## config.mk

```make
export PLATFORM = sky130hd
export DESIGN_NAME = adc_readout_ctrl
export DESIGN_NICKNAME = d
export VERILOG_FILES = /design/src/rtl/adc_rd_pkg.sv /design/src/rtl/adc_rd_decode.sv /design/src/rtl/adc_conv_timer.sv /design/src/rtl/adc_readout_ctrl.sv
export SDC_FILE = /design/constraint.sdc
export NUM_CORES = 1
export LEC_CHECK = 0
export BUFFER_PORTS_ARGS = -buffer_cell sky130_fd_sc_hd__buf_2
export CAP_MARGIN = 15
export CORE_MARGIN = 5
export CORE_UTILIZATION = 57
export CTS_CLUSTER_DIAMETER = 150
export CTS_CLUSTER_SIZE = 25
export DETAILED_ROUTE_END_ITERATION = 12
export PLACE_DENSITY = 0.79
export SYNTH_ARGS = -nofsm -noshare
export SYNTH_HDL_FRONTEND = slang
export SYNTH_SLANG_ARGS = --single-unit
```

## constraint.sdc

```tcl
create_clock -name clk -period 7.5 [get_ports clk]
set_input_delay 1.5 -clock clk [delete_from_list [all_inputs] [get_ports clk]]
set_output_delay 1.5 -clock clk [all_outputs]
set_load 0.005 [all_outputs]
```

## src/rtl/adc_rd_pkg.sv

```systemverilog
package adc_rd_pkg;

    localparam int unsigned NDIG = 6;
    localparam int unsigned DIGW = 4;

    typedef enum logic [2:0] {
        RQ_PAIR,
        RQ_DIGIT,
        RQ_STATUS,
        RQ_START,
        RQ_BAD
    } rq_kind_e;

    typedef struct packed {
        rq_kind_e   kind;
        logic [2:0] idx;
    } rq_t;

    function automatic logic [7:0] pack_status(
        input logic upd,
        input logic cont,
        input logic res,
        input logic comp,
        input logic rerr,
        input logic perr
    );
        return {1'b0, upd, 1'b0, cont, res, comp, rerr, perr};
    endfunction

endpackage

```

## src/rtl/adc_rd_decode.sv

```systemverilog
module adc_rd_decode
    import adc_rd_pkg::*;
#(
    parameter logic [4:0] START_CODE = 5'h01
) (
    input  logic [7:0] code_i,
    output rq_t        rq_o
);

    always_comb begin
        rq_o.kind = RQ_BAD;
        rq_o.idx  = 3'd0;
        if (code_i[7:5] == 3'b100) begin
            rq_o.kind = (code_i[4:0] == START_CODE) ? RQ_START : RQ_BAD;
        end else if (code_i[7:4] != 4'h0) begin
            rq_o.kind = RQ_BAD;
        end else if (code_i[1:0] == 2'b01) begin
            rq_o.kind = (code_i[3:2] == 2'b11) ? RQ_STATUS : RQ_PAIR;
            rq_o.idx  = {1'b0, code_i[3:2]};
        end else if (code_i[0] == 1'b0) begin
            rq_o.idx = code_i[3:1];
            if (code_i[3:1] == 3'b110)
                rq_o.kind = RQ_STATUS;
            else if (code_i[3:1] == 3'b111)
                rq_o.kind = RQ_BAD;
            else
                rq_o.kind = RQ_DIGIT;
        end
    end

endmodule

```

## src/rtl/adc_conv_timer.sv

```systemverilog
module adc_conv_timer #(
    parameter int unsigned CYC_5C = 320000,
    parameter int unsigned CYC_5U = 160000,
    parameter int unsigned CYC_4C = 80000,
    parameter int unsigned CYC_4U = 40000
) (
    input  logic clk,
    input  logic rst_n,
    input  logic start_i,
    input  logic res_i,
    input  logic comp_i,
    output logic busy_o,
    output logic done_o
);

    localparam int unsigned MAX_A = (CYC_5C > CYC_5U) ? CYC_5C : CYC_5U;
    localparam int unsigned MAX_B = (CYC_4C > CYC_4U) ? CYC_4C : CYC_4U;
    localparam int unsigned MAXC  = (MAX_A > MAX_B) ? MAX_A : MAX_B;
    localparam int unsigned CW    = $clog2(MAXC + 1);

    typedef struct packed {
        logic          busy;
        logic [CW-1:0] cnt;
    } tmr_t;

    tmr_t          tq, td;
    logic [CW-1:0] load_val;

    always_comb begin
        unique case ({res_i, comp_i})
            2'b11:   load_val = CW'(CYC_5C - 1);
            2'b10:   load_val = CW'(CYC_5U - 1);
            2'b01:   load_val = CW'(CYC_4C - 1);
            default: load_val = CW'(CYC_4U - 1);
        endcase
    end

    always_comb begin
        td = tq;
        if (tq.busy) begin
            if (tq.cnt == '0)
                td.busy = 1'b0;
            else
                td.cnt = tq.cnt - 1'b1;
        end else if (start_i) begin
            td.busy = 1'b1;
            td.cnt  = load_val;
        end
    end

    always_ff @(posedge clk or negedge rst_n) begin
        if (!rst_n)
            tq <= '0;
        else
            tq <= td;
    end

    assign busy_o = tq.busy;
    assign done_o = tq.busy && (tq.cnt == '0);

endmodule

```

## src/rtl/adc_readout_ctrl.sv

```systemverilog
module adc_readout_ctrl
    import adc_rd_pkg::*;
#(
    parameter int unsigned CYC_5C     = 320000,
    parameter int unsigned CYC_5U     = 160000,
    parameter int unsigned CYC_4C     = 80000,
    parameter int unsigned CYC_4U     = 40000,
    parameter logic [4:0]  START_CODE = 5'h01
) (
    input  logic                 clk,
    input  logic                 rst_n,
    input  logic                 rx_valid,
    output logic                 rx_ready,
    input  logic [7:0]           rx_data,
    input  logic                 rx_perr,
    output logic                 tx_valid,
    input  logic                 tx_ready,
    output logic [7:0]           tx_data,
    input  logic                 cfg_res,
    input  logic                 cfg_comp,
    input  logic [NDIG*DIGW-1:0] src_digits,
    input  logic                 src_cont
);

    typedef struct packed {
        logic [NDIG-1:0][DIGW-1:0] dig;
        logic                      upd;
        logic                      cont;
        logic                      res;
        logic                      comp;
        logic                      cfg_res;
        logic                      cfg_comp;
        logic                      rerr;
        logic                      perr;
        logic                      tx_v;
        logic                      tx_st;
        logic [7:0]                tx_d;
    } st_t;

    st_t        st_q, st_d;
    rq_t        rq;
    logic       conv_busy, conv_done, conv_start;
    logic       upd_flag;
    logic [2:0] lo_idx, hi_idx;

    adc_rd_decode #(.START_CODE(START_CODE)) u_dec (
        .code_i (rx_data),
        .rq_o   (rq)
    );

    adc_conv_timer #(
        .CYC_5C (CYC_5C),
        .CYC_5U (CYC_5U),
        .CYC_4C (CYC_4C),
        .CYC_4U (CYC_4U)
    ) u_tmr (
        .clk     (clk),
        .rst_n   (rst_n),
        .start_i (conv_start),
        .res_i   (cfg_res),
        .comp_i  (cfg_comp),
        .busy_o  (conv_busy),
        .done_o  (conv_done)
    );

    assign lo_idx = {rq.idx[1:0], 1'b0};
    assign hi_idx = {rq.idx[1:0], 1'b1};

    always_comb begin
        logic acc;
        st_d       = st_q;
        conv_start = 1'b0;
        acc        = rx_valid && rx_ready;

        // reply leaves; a delivered status byte clears the error flags
        if (st_q.tx_v && tx_ready) begin
            st_d.tx_v = 1'b0;
            if (st_q.tx_st) begin
                st_d.rerr = 1'b0;
                st_d.perr = 1'b0;
            end
        end

        if (acc) begin
            if (rx_perr) begin
                st_d.perr = 1'b1;
            end else begin
                unique case (rq.kind)
                    RQ_PAIR: begin
                        st_d.tx_v  = 1'b1;
                        st_d.tx_st = 1'b0;
                        st_d.tx_d  = {st_q.dig[hi_idx], st_q.dig[lo_idx]};
                    end
                    RQ_DIGIT: begin
                        st_d.tx_v  = 1'b1;
                        st_d.tx_st = 1'b0;
                        st_d.tx_d  = {4'h0, st_q.dig[rq.idx]};
                    end
                    RQ_STATUS: begin
                        st_d.tx_v  = 1'b1;
                        st_d.tx_st = 1'b1;
                        st_d.tx_d  = pack_status(st_q.upd, st_q.cont, st_q.res,
                                                 st_q.comp, st_q.rerr, st_q.perr);
                    end
                    RQ_START: begin
                        if (!conv_busy) begin
                            conv_start    = 1'b1;
                            st_d.cfg_res  = cfg_res;
                            st_d.cfg_comp = cfg_comp;
                        end
                    end
                    default: st_d.rerr = 1'b1;
                endcase
            end
        end

        // publish: whole readable set replaced in one cycle
        if (conv_done) begin
            st_d.dig  = src_digits;
            st_d.cont = src_cont;
            st_d.res  = st_q.cfg_res;
            st_d.comp = st_q.cfg_comp;
            st_d.upd  = ~st_q.upd;
        end
    end

    always_ff @(posedge clk or negedge rst_n) begin
        if (!rst_n)
            st_q <= '0;
        else
            st_q <= st_d;
    end

    assign rx_ready = !st_q.tx_v;
    assign tx_valid = st_q.tx_v;
    assign tx_data  = st_q.tx_d;
    assign upd_flag = st_q.upd;

endmodule

```

# Word-level counts from Yosys, hierarchy flattened
# Cells that the tools add are included.
[classes] add_sub_neg=1 order_cmp=3 n_eq_ne=13 muxes=33 bitwise_logic=3 n_reduce_logical=13
[op_table] operator="19-bit one-hot mux with 3 select lines" count=1
[op_table] operator="20-bit two-way mux" count=2
[op_table] operator="10-bit one-hot mux with 3 select lines" count=1
[op_table] operator="3-bit two-way mux" count=8
[op_table] operator="19-bit logical NOT" count=1
[op_table] operator="19-bit two-way mux" count=1
[op_table] operator="19-bit by 1-bit subtractor with 19-bit output (second input constant)" count=1
[op_table] operator="4-bit binary-select mux with 2-bit select" count=2
[op_table] operator="4-bit binary-select mux with 3-bit select" count=1
[op_table] operator="3-bit by 4-bit < comparator with 1-bit output (second input constant)" count=3
[op_table] operator="12-bit two-way mux" count=1
[op_table] operator="4-bit two-way mux" count=3
[op_table] operator="6-bit two-way mux" count=2
[op_table] operator="10-bit two-way mux" count=1
[op_table] operator="3-bit equality test (second input constant)" count=3
[op_table] operator="1-bit two-way mux" count=8
[op_table] operator="2-bit equality test (second input constant)" count=3
[op_table] operator="3-bit by 2-bit equality test with 1-bit output (second input constant)" count=2
[op_table] operator="5-bit by 1-bit equality test with 1-bit output (second input constant)" count=1
[op_table] operator="2-bit by 1-bit equality test with 1-bit output (second input constant)" count=2
[op_table] operator="2-bit two-way mux" count=2
[op_table] operator="4-bit AND reduction" count=1
[op_table] operator="4-bit nonzero test" count=1
[op_table] operator="4-bit OR reduction" count=1
[op_table] operator="10 further kinds" count=14
[word_totals] regBits=62 in_bits=40 out_inout_bits=10 elab_cells=85

# Depth between registers and ports, before layout
[depth] depth_word=13 ltp_mapped=9 mapped_depth_nobuf=7

# Cells and area by module
# A second synthesis with hierarchy kept.
[unflattened] cells_unflattened=361 hier_area_um2=3676.0
[by_module_without_submodules] mod="adc_readout_ctrl" n_inst=1 cells_each=174 area_per_inst_um2=2135.8 seq_area_each_um2=1051.0
[by_module_without_submodules] mod="adc_conv_timer" n_inst=1 cells_each=168 area_per_inst_um2=1417.6 seq_area_each_um2=500.5
[by_module_without_submodules] mod="adc_rd_decode" n_inst=1 cells_each=19 area_per_inst_um2=122.6 seq_area_each_um2=0.0

# Worst setup path before layout
# OpenSTA, ideal clock, no wires.
[synth_timing] kind="input-to-reg" from="in rx_data[2]" to="reg st_q, in the netlist tx_data[3]" setup_time_ns=0.126 t_arrival_ns=3.111 t_required_ns=7.374 slack_ns=4.263 cell_stages=5 path_buffers=1 path_cell_list="clkbuf_1 a21oi_1 mux2_2 a221o_1 o32a_1"
[synth_via] elab_chain_len=10 elab_cells_between_ends=24 classes_between="eq/ne: 6; mux: 15; reduce/logical: 3"
[synth_lines] element="from (decl)" line_no="adc_readout_ctrl.sv:14" source="input logic [7:0] rx_data,"
[synth_lines] element="3-bit equality test" line_no="adc_rd_decode.sv:24" source="else if (code_i[3:1] == 3'b111)"
[synth_lines] element="3-bit two-way mux" line_no="adc_rd_decode.sv:24"
[synth_lines] element="3-bit two-way mux" line_no="adc_rd_decode.sv:22" source="if (code_i[3:1] == 3'b110)"
[synth_lines] element="6-bit two-way mux" line_no="adc_rd_decode.sv:20" source="end else if (code_i[0] == 1'b0) begin"
[synth_lines] element="6-bit two-way mux" line_no="adc_rd_decode.sv:17" source="end else if (code_i[1:0] == 2'b01) begin"
[synth_lines] element="3-bit two-way mux" line_no="adc_rd_decode.sv:15" source="end else if (code_i[7:4] != 4'h0) begin"
[synth_lines] element="3-bit two-way mux" line_no="adc_rd_decode.sv:13" source="if (code_i[7:5] == 3'b100) begin"
[synth_lines] element="3-bit by 2-bit equality test with 1-bit output (tied with other cells)" line_no="adc_readout_ctrl.sv:88" source="unique case (rq.kind)"
[synth_lines] element="3-bit nonzero test (no source line)"
[synth_lines] element="3-bit AND reduction (no source line)"
[synth_lines] element="to (signal assigned)" line_no="adc_readout_ctrl.sv:131" source="st_q <= st_d;"
[synth_lines] element="to (decl)" line_no="adc_readout_ctrl.sv:40" source="st_t st_q, st_d;"
# Several ways; a longest one is shown, not always the timed one. The select of a mux whose other input is x is not followed.
# A chain may end at the register's enable or synchronous reset.

# Worst setup path in the final report
[layout_timing] from="in rx_data[0]" to="reg u_tmr.tq[13] in the netlist's numbering"
[layout_via] elab_chain_len=10 elab_cells_between_ends=13 classes_between="eq/ne: 3; mux: 8; reduce/logical: 2"
[layout_lines] element="2-bit by 1-bit equality test with 1-bit output or 6-bit two-way mux (tied branches)" line_no="adc_rd_decode.sv:17, adc_rd_decode.sv:20"
[layout_lines] element="6-bit two-way mux" line_no="adc_rd_decode.sv:17"
[layout_lines] element="3-bit two-way mux" line_no="adc_rd_decode.sv:15"
[layout_lines] element="3-bit two-way mux *" line_no="adc_rd_decode.sv:13"
[layout_lines] element="3-bit by 2-bit equality test with 1-bit output *" line_no="adc_readout_ctrl.sv:88"
[layout_lines] element="1-bit two-way mux *" line_no="adc_readout_ctrl.sv:88"
[layout_lines] element="1-bit two-way mux *" line_no="adc_readout_ctrl.sv:85" source="if (rx_perr) begin"
[layout_lines] element="1-bit two-way mux *" line_no="adc_readout_ctrl.sv:84" source="if (acc) begin"
[layout_lines] element="2-bit nonzero test (no source line) *"
[layout_lines] element="2-bit AND reduction (no source line) *"
[layout_lines] element="to (signal assigned)" line_no="adc_conv_timer.sv:55" source="tq <= td;"
[layout_lines] element="to (decl)" line_no="adc_conv_timer.sv:26" source="tmr_t tq, td;"
# Every way passes the cells marked *; elsewhere a longest branch is shown, timed or not.

==> impl_metrics.yaml <==
critical_path:
  cpLargestDelayFamily: "simple AND/OR/NAND/NOR gates"
  path_cells: "buf_2, nor2b_1, nand4_1, o311a_1, or3_1"
  r2r_start: "u_tmr.tq[0]"
  crit_path_max_fanout: 17
  critPathLaunch: "rx_data[0]"
  cp-start-kind: "input pin"
  endpoint_kind: "flip-flop"
  rrSetupSlack_ps: 4140
  cpMaxStageDelayCell: "nand4_1"
  crit_arrival_ps: 3750
  critPathMaxStageDelay_ps: 710
  crit_required_ps: 7720
  worst-path-buf-inv: 1
  r2r_end: "st_q[26]"
  crit_cells: 5
  rr_worst_depth: 8
  critPathKind: "input pin to flip-flop"
clock_tree:
  cts_max_path_buffers: 2
  hold_buffers: 0
  ctsRootBufferMaster: "clkbuf_8"
  cts_max_level: 3
  cts_sinks: 62
  cts.clk_slew.worst_paths_ps: 70
  post_cts_buffers: 0
  cts_buffers: 9
  cts_resized: 0
  cts_tree: "built"
  clock_latency_ps: 340
yosys:
  synth_common_cells: "62 x dfrtp_1, 28 x nand2_1, 23 x o21ai_0, 19 x mux2_4"
  yosysSeqAreaShare: 0.427
  netlist_area_um2: 3630
  netlist.area_leader.share: 0.427
  syn_inst: 352
  async_reset_ff_frac: 1.00
  synth_ff_type: "dfrtp_1"
  synthTopCellsByArea: "dfrtp_1 43%, mux2_4 7.9%, o21ai_0 3.2%, nand2_1 2.9%, mux2_1 2.5%"
  synth_area_leader_cell: "dfrtp_1"
  syn-num-nets: 399
  yosys_warnings: 0
  ys_ff_latch: 62
  syn_area_per_cell_um2: 10.3
  synth_cell_type_count: 60
  synth_edf_count: 0
  yosysMostFrequentCell: "dfrtp_1"
sta:
  hold_viol: 0
  worstMarginPinSlew_ps: 918
  fin_ws_ps: 3970
  setup_viol: 0
  setup_tns_ps: 0
  drv_slew: 0
  holdWs_ps: 482
  rsz0062_at_grt: "no"
  timing.final.crit_share: 0.471
  fin_crit_ps: 3530
  fin_skew_ps: 6.44
  slew_headroom: 0.383
  clock.fmax_ghz: 0.283
pwr:
  peakVddDrop_mv: 0.181
  switching_share: 0.315
  p_total_mw: 0.908
  pwr_density_cell_nw_per_um2: 227
  p_clk_frac: 0.294
  p_seq_frac: 0.499
  power.internal_mw: 0.622
  p_sw_mw: 0.286
  total_leakage_power_nw: 1.82
  combPwrFrac: 0.207
global_route:
  grt_max_degree: 63
  antenna_found_initial: 0
  globalRouteTotalUtil: 0.223
  first_global_vias: 2919
  gr-total-overflow: 0
  grt_pass1_wl_um: 14700
detailed_routing:
  detail_route.iter0.violations: 293
  viasPerCell: 6.51
  vias: 3042
  first_pass_iters: 5
  ant_nets: 0
  drc_errors: 0
  finalWirelength_um: 8880
  wl_per_cell_um: 19.0
floorplanning:
  die_x_um: 89.8
  die_h_um: 89.8
  initial_utilization: 0.579
  die_area_um2: 8070
  coreArea_um2: 6280
  ios: 50
  rows: 29
worst_hold_path:
  holdPathStages: 1
  hold_path.class: "flip-flop to flip-flop"
  hold_end: "upd_flag"
  min_from: "upd_flag"
placed_design:
  gp_congestion: 0.922
  post_dp_cell_area_um2: 3830
  dp_hpwl_um: 6390
  pre_cts_ws_ps: 3710
  io_buffer_count: 49
  dp_cells: 453
final_layout:
  drive_above_1_share: 0.241
  final_cell_area_um2: 4010
  layout.nets: 434
  fillers: 522
  fin_cells: 467
  area_growth_pct: 10.4
  n_antenna_cell: 0
  final_util: 0.639
status:
  status: "completed"
run:
  drv_cap: 0
[power by group through the flow]
stage          Combinational (mW)  Sequential (mW)  Clock [mW]
2_1_floorplan               0.153            0.437           0
3_3_place_gp                0.182            0.456           0
3_5_place_dp                0.190            0.457           0
4_1_cts                     0.190            0.452       0.271
5_1_grt                     0.210            0.464       0.286
6_report                    0.188            0.453       0.267
[worst max path at each step]
stage / end / slack (ps)
floorplan: tx_data[3] / 4260
global placement: u_tmr.tq[13] / 3830
detailed placement: u_tmr.tq[13] / 3710
CTS: u_tmr.tq[13] / 4080
global route: u_tmr.tq[14] / 3830
finish: u_tmr.tq[13] / 3970
[worst reg2reg max path, delay by kind of cell, from the launching register on]
family,cells,cell delay [ps]
simple gates,4,1730
fa+ha+maj,1,260
mux,1,340
flops,1,430
buf+inv,2,480
[logic make-up after synthesis]
family	synth area share
buffers and inverters	0.0537
muxes	0.121
adders and majority gates	0.0241
and+or+nand+nor	0.150
DFF	0.427
AOI/OAI and AO/OA	0.219
xor gates and xnor gates	0.00482
[layer usage]
metal / track usage / part of all wire
met5: 0 / 0
met4: 0.0806 / 0.024
met3: 0.0518 / 0.084
met2: 0.341 / 0.46
met1: 0.309 / 0.43
[registers in the layout, indices dropped and copies added, names as in the netlist]
signal,cells
st_q,32
u_tmr.tq,19
tx_data,8
tx_valid,1
u_tmr.busy_o,1
upd_flag,1
[layout by cell type (no fill, tap or decap), drive strengths merged, types with 6 or more instances in the layout]
cell	instances
inv	11
ha	7
a22o	7
o21ai	25
nor4	8
dfrtp	62
nand2	28
a21oi	16
mux2	31
clkbuf	13
a22oi	8
nand3	9
buf	51
nor2	14
nor3	8
nand2b	6
a221o	6
[cell type report]
type,count,area [µm²],share of cell area
Clock buffer,13,169,0.0421
Multi-Input combinational cell,252,1890,0.470
Clock inverter,1,5.00,0.00125
Timing Repair Buffer,51,260,0.0649
Inverter,11,41.3,0.0103
Tap cell,77,96.3,0.0240
Sequential cell,62,1550,0.387
Power figures use the tool's default switching activity.
